--- config.mk ---
export PLATFORM = sky130hd
export DESIGN_NAME = refsynth_clkgen
export DESIGN_NICKNAME = d
export VERILOG_FILES = /design/src/rtl/refsynth_clkgen.sv
export SDC_FILE = /design/constraint.sdc
export NUM_CORES = 1
export LEC_CHECK = 0
export BUFFER_PORTS_ARGS = -buffer_cell sky130_fd_sc_hd__buf_4
export CORE_MARGIN = 3
export CORE_UTILIZATION = 55
export CTS_BUF_LIST = sky130_fd_sc_hd__clkbuf_2
export DETAILED_ROUTE_END_ITERATION = 12
export PLACE_DENSITY = 0.8
export SLEW_MARGIN = 20
export SYNTH_ARGS = -nofsm -noshare
export SYNTH_HDL_FRONTEND = slang
export SYNTH_SLANG_ARGS = --single-unit
--- constraint.sdc ---
create_clock -name clk -period 4.5 [get_ports clk]
set_input_delay 0.225 -clock clk [delete_from_list [all_inputs] [get_ports clk]]
set_output_delay 0.225 -clock clk [all_outputs]
set_load 0.05 [all_outputs]
--- src/rtl/refsynth_clkgen.sv ---
module refsynth_clkgen #(
  parameter int NREF   = 4,
  parameter int CNT_W  = 14,
  parameter int MUL_W  = 3,
  parameter int FDV_W  = 3,
  parameter int CTRL_W = 16
) (
  input  logic              clk,
  input  logic              rst_n,
  input  logic [NREF-1:0]   ref_in,
  input  logic [CTRL_W-1:0] ctrl,
  output logic              synth_clk,
  output logic              fsync,
  output logic              ovf_err
);
  localparam int SEL_W   = $clog2(NREF);
  localparam int MUL_LO  = SEL_W;
  localparam int FDV_LO  = MUL_LO + MUL_W;
  localparam int RUN_BIT = CTRL_W - 1;
  localparam int PER_W   = CNT_W + 1;
  localparam int FC_W    = (1 << FDV_W) + 3;
  localparam int SH_W    = MUL_W + 2;
  localparam logic [CNT_W-1:0] CNT_MAX = {CNT_W{1'b1}};

  logic             run;
  logic [SEL_W-1:0] sel;
  logic [MUL_W-1:0] mcode;
  logic [FDV_W-1:0] fcode;
  logic             unused_bits;

  assign run   = ctrl[RUN_BIT];
  assign sel   = ctrl[SEL_W-1:0];
  assign mcode = ctrl[MUL_LO +: MUL_W];
  assign fcode = ctrl[FDV_LO +: FDV_W];
  assign unused_bits = ^ctrl[RUN_BIT-1:FDV_LO+FDV_W];

  logic [NREF-1:0] sy1, sy2;
  logic            ref_d;
  logic            ref_s;
  logic            ref_rise;

  always_ff @(posedge clk or negedge rst_n) begin
    if (!rst_n) begin
      sy1   <= '0;
      sy2   <= '0;
      ref_d <= 1'b0;
    end else begin
      sy1   <= ref_in;
      sy2   <= sy1;
      ref_d <= ref_s;
    end
  end

  assign ref_s    = sy2[sel];
  assign ref_rise = run & ref_s & ~ref_d;

  logic [CNT_W-1:0] cnt;
  logic [PER_W-1:0] per_q;
  logic [PER_W-1:0] ph, ph_next;
  logic [PER_W-1:0] half_raw, half_eff;
  logic [FC_W-1:0]  fcnt, flen_m1;
  logic             started, valid, ovf, syn_q, fs_q;
  logic             syn_next, syn_rise_ev;

  assign half_raw = per_q >> ({{(SH_W-MUL_W){1'b0}}, mcode} + SH_W'(2));
  assign half_eff = (half_raw == '0) ? PER_W'(1) : half_raw;
  assign flen_m1  = (FC_W'(1) << ({1'b0, fcode} + (FDV_W+1)'(4))) - FC_W'(1);

  always_comb begin
    syn_next = 1'b0;
    ph_next  = '0;
    if (ref_rise && started) begin
      syn_next = 1'b1;
      ph_next  = '0;
    end else if (valid) begin
      if (ph >= half_eff - PER_W'(1)) begin
        syn_next = ~syn_q;
        ph_next  = '0;
      end else begin
        syn_next = syn_q;
        ph_next  = ph + PER_W'(1);
      end
    end
  end

  assign syn_rise_ev = syn_next & ~syn_q;

  always_ff @(posedge clk or negedge rst_n) begin
    if (!rst_n) begin
      cnt     <= '0;
      per_q   <= '0;
      ph      <= '0;
      started <= 1'b0;
      valid   <= 1'b0;
      ovf     <= 1'b0;
      syn_q   <= 1'b0;
      fcnt    <= '0;
      fs_q    <= 1'b0;
    end else if (!run) begin
      cnt     <= '0;
      ph      <= '0;
      started <= 1'b0;
      valid   <= 1'b0;
      syn_q   <= 1'b0;
      fcnt    <= '0;
      fs_q    <= 1'b0;
    end else if (ovf) begin
      syn_q <= 1'b0;
      fs_q  <= 1'b0;
    end else begin
      if (ref_rise) begin
        cnt     <= '0;
        started <= 1'b1;
        if (started) begin
          per_q <= PER_W'(cnt) + PER_W'(1);
          valid <= 1'b1;
        end
      end else if (cnt == CNT_MAX) begin
        ovf <= 1'b1;
      end else begin
        cnt <= cnt + CNT_W'(1);
      end
      syn_q <= syn_next;
      ph    <= ph_next;
      if (syn_rise_ev) begin
        fs_q <= (fcnt >= flen_m1);
        fcnt <= (fcnt >= flen_m1) ? '0 : fcnt + FC_W'(1);
      end
    end
  end

  assign synth_clk = ovf ? 1'b0 : (run ? syn_q : ref_s);
  assign fsync     = fs_q & ~ovf;
  assign ovf_err   = ovf;
endmodule


==> out/qor.yml <==
detailed_routing:
  drt_iter0_drc: 221
  routedWlPerCell_um: 16.0
  final_antenna_net_count: 0
  dr_total_vias: 4438
  via_per_inst: 6.10
  firstDrtPassIters: 7
  routed_wl_um: 11600
  drc_errors: 0
finish:
  final_core_util: 0.698
  syn2layout_area_growth_pct: 21.6
  antennaDiodeCount: 0
  layout.nets: 667
  layout-drive-gt1-share: 0.238
logic_synthesis:
  synth_edf_count: 0
  netlist_area_um2: 4770
  yosys_register_bits: 67
  ys.flop_type: "dfrtp_1"
  avgSynthCellArea_um2: 8.67
  yosysWarnings: 0
  async_flop_share: 1.00
  yosysUniqueCellTypes: 62
  synth_seq_area_share: 0.352
  synth_cells: 550
timing:
  relSlewSlack: 0.414
  worst_pin_slew_ns: 0.877
  setup_viol: 2
  hold_violations: 0
  fin_crit_ns: 4.50
  rsz0062_at_grt: "yes"
  hold_ws_ns: 0.0565
  finalMaxSlewViolations: 0
  fmax_mhz: 222
  fin_ws_ns: -0.00407
  fin_crit_sh: 1.00
  fin_skew_ns: 0.0286
global_route:
  grt.overflow.total: 0
  track_usage: 0.237
  grt_pass1_wl_um: 19300
  grt_pass1_vias: 4314
  antenna_found_initial: 0
  grt_max_degree: 68
floorplanning:
  start_util: 0.574
  core_um2: 8300
  dieArea_um2: 9820
  die_h_um: 99.1
  io_pins: 25
  num_rows: 33
  fp.dieW_um: 99.1
placement:
  dp_slack_ns: -0.175
  numPortBuffers: 17
  gp_congestion: 0.859
  post-dp-hpwl_um: 8040
clock_network:
  clock_path_buffers: 2
  numCtsBuffers: 9
  cts_tree: "built"
  path_clk_slew_ns: 0.22
  clock_latency_ns: 0.53
  htree_levels: 3
  cts_sinks: 67
  clockRootBuffer: "clkbuf_2"
worst_setup_path:
  criticalPathCategory: "flop to flop"
  crit_path_end_kind: "flop"
  cp.arrival_ns: 4.96
  cp_max_fo: 6
  cp.required_ns: 4.96
  critPathLaunchType: "flop"
outcome:
  violations: "setup timing"
  status: "finished with violations"
power:
  power_uw: 1210
  powerDensity_nw_per_um2: 208
  ir_worst_vdd_mv: 0.186
  leakage_uw: 0.00254
flow_run:
  cap_violations: 0
min_path:
  hold_class: "input pin to flop"
routing by layer:
metal / wire length [µm] / part of all wire / track usage
met5: 0 / 0 / 0
met4: 237 / 0.020 / 0.0746
met3: 525 / 0.045 / 0.0460
met2: 5730 / 0.49 / 0.396
met1: 5120 / 0.44 / 0.311
cell usage after synthesis, types with 11 or more instances:
library cell | instances | area [µm²]
xnor2_1 | 11 | 96.3
ha_1 | 28 | 350
buf_2 | 11 | 55.1
a21oi_1 | 24 | 120
o21ai_0 | 74 | 370
nand2_1 | 55 | 206
o31ai_1 | 13 | 97.6
mux2i_1 | 16 | 160
dfrtp_1 | 67 | 1680
clkbuf_1 | 13 | 48.8
and3_1 | 16 | 100
nor2_1 | 44 | 165
nor3_1 | 14 | 70.1
nand3_1 | 23 | 115
cell type report:
class | instances | area [µm²]
fill | 623 | 2510
sequential | 67 | 1680
inverter | 9 | 33.8
multi-input combinational | 448 | 3140
clock inverter | 7 | 81.3
timing repair buffer | 82 | 684
clock buffer | 9 | 45.0
tap | 105 | 131
worst max-delay path: stages (launching register included):
cell and delay, ns:
dfrtp_1 0.43, mux2_4 0.28, or4_4 0.49, o221ai_4 0.08, and3_4 0.21, nor3b_4 0.21
a311oi_1 0.12, a31o_1 0.25, ha_4 0.19, nand2_4 0.07, nor3_4 0.06, buf_6 0.13
xnor2_2 0.11, ha_1 0.30, and3_4 0.19, a221o_1 0.37, a21oi_2 0.18, o211ai_1 0.17
buf_6 0.18, buf_12 0.13, nor2b_1 0.10, o21ai_1 0.06, o31ai_1 0.09
cell usage in the layout (no fill, tap or decap), drive strengths merged, types with 3 or more instances in the layout:
| cell | count |
|---|---|
| mux4 | 3 |
| nand3 | 24 |
| a311oi | 3 |
| nand4 | 6 |
| a21oi | 25 |
| nor3 | 17 |
| o31ai | 13 |
| or3 | 4 |
| clkbuf | 9 |
| mux2i | 16 |
| or4 | 3 |
| nor2b | 10 |
| ha | 28 |
| or3b | 3 |
| o21ai | 80 |
| o311ai | 5 |
| conb | 3 |
| xor2 | 9 |
| dlygate4sd3 | 6 |
| a21boi | 4 |
| a21o | 3 |
| buf | 76 |
| a31oi | 9 |
| nor2 | 44 |
| xnor2 | 11 |
| mux2 | 9 |
| o21a | 5 |
| nand2 | 55 |
| dfrtp | 67 |
| nand4b | 4 |
| inv | 12 |
| nand3b | 5 |
| and2 | 10 |
| and3 | 16 |
what timing repair did:
item	in CTS	in global routing
setup buffers	6	5
endpoints found under the hold margin	72	0
gates resized for setup	7	74
hold buffers	6	0
pin swaps	2	29
gates cloned	1	1
setup endpoints to repair	23	28
state kept, by name, indices dropped and copies added, names as in the netlist:
register  flops
valid         1
started       1
ovf_err       1
sy1           4
sy2           4
per_q        13
cnt          14
syn_q         1
fs_q          1
ph           15
fcnt         11
ref_d         1
power breakdown:
part	switching (µW)	leakage [µW]	internal (µW)
Sequential	6.76	0.000910	610
Combinational	112	0.00155	93.7
Clock	247	0.0000739	137
cell families after synthesis:
logic type | share of synthesized area
AND/OR/NAND/NOR | 0.222
multiplexers | 0.0690
buffers and inverters | 0.0344
AO/OA/AOI/OAI | 0.211
XOR/XNOR | 0.0368
other | 0.00158
adder cells (fa/ha/maj) | 0.0735
flip-flops | 0.352
metrics by stage:
step	cell area (µm²)	TNS (ns)	std cells
5_1_grt	5790	-3.66	727
6_report	5790	-0.00556	727
2_1_floorplan	4770	0	551
3_5_place_dp	5280	-1.96	693
4_1_cts	5550	0	722
3_3_place_gp	5280	0	693
worst paths after layout:
path	start	slack [ns]	to	depth (start not counted)
setup / recovery	per_q[2]	-0.004	ph[4]	22
hold / removal	ctrl[0]	0.06	ref_d	2
setup reg to reg	per_q[2]	-0.004	ph[4]	22
hold reg to reg	sy1[1]	0.36	sy2[1]	0
max in group asynchronous	rst_n	3.64	per_q[7]	2
min in group asynchronous	rst_n	0.28	ph[1]	2
(Power assumes the default switching activity.)
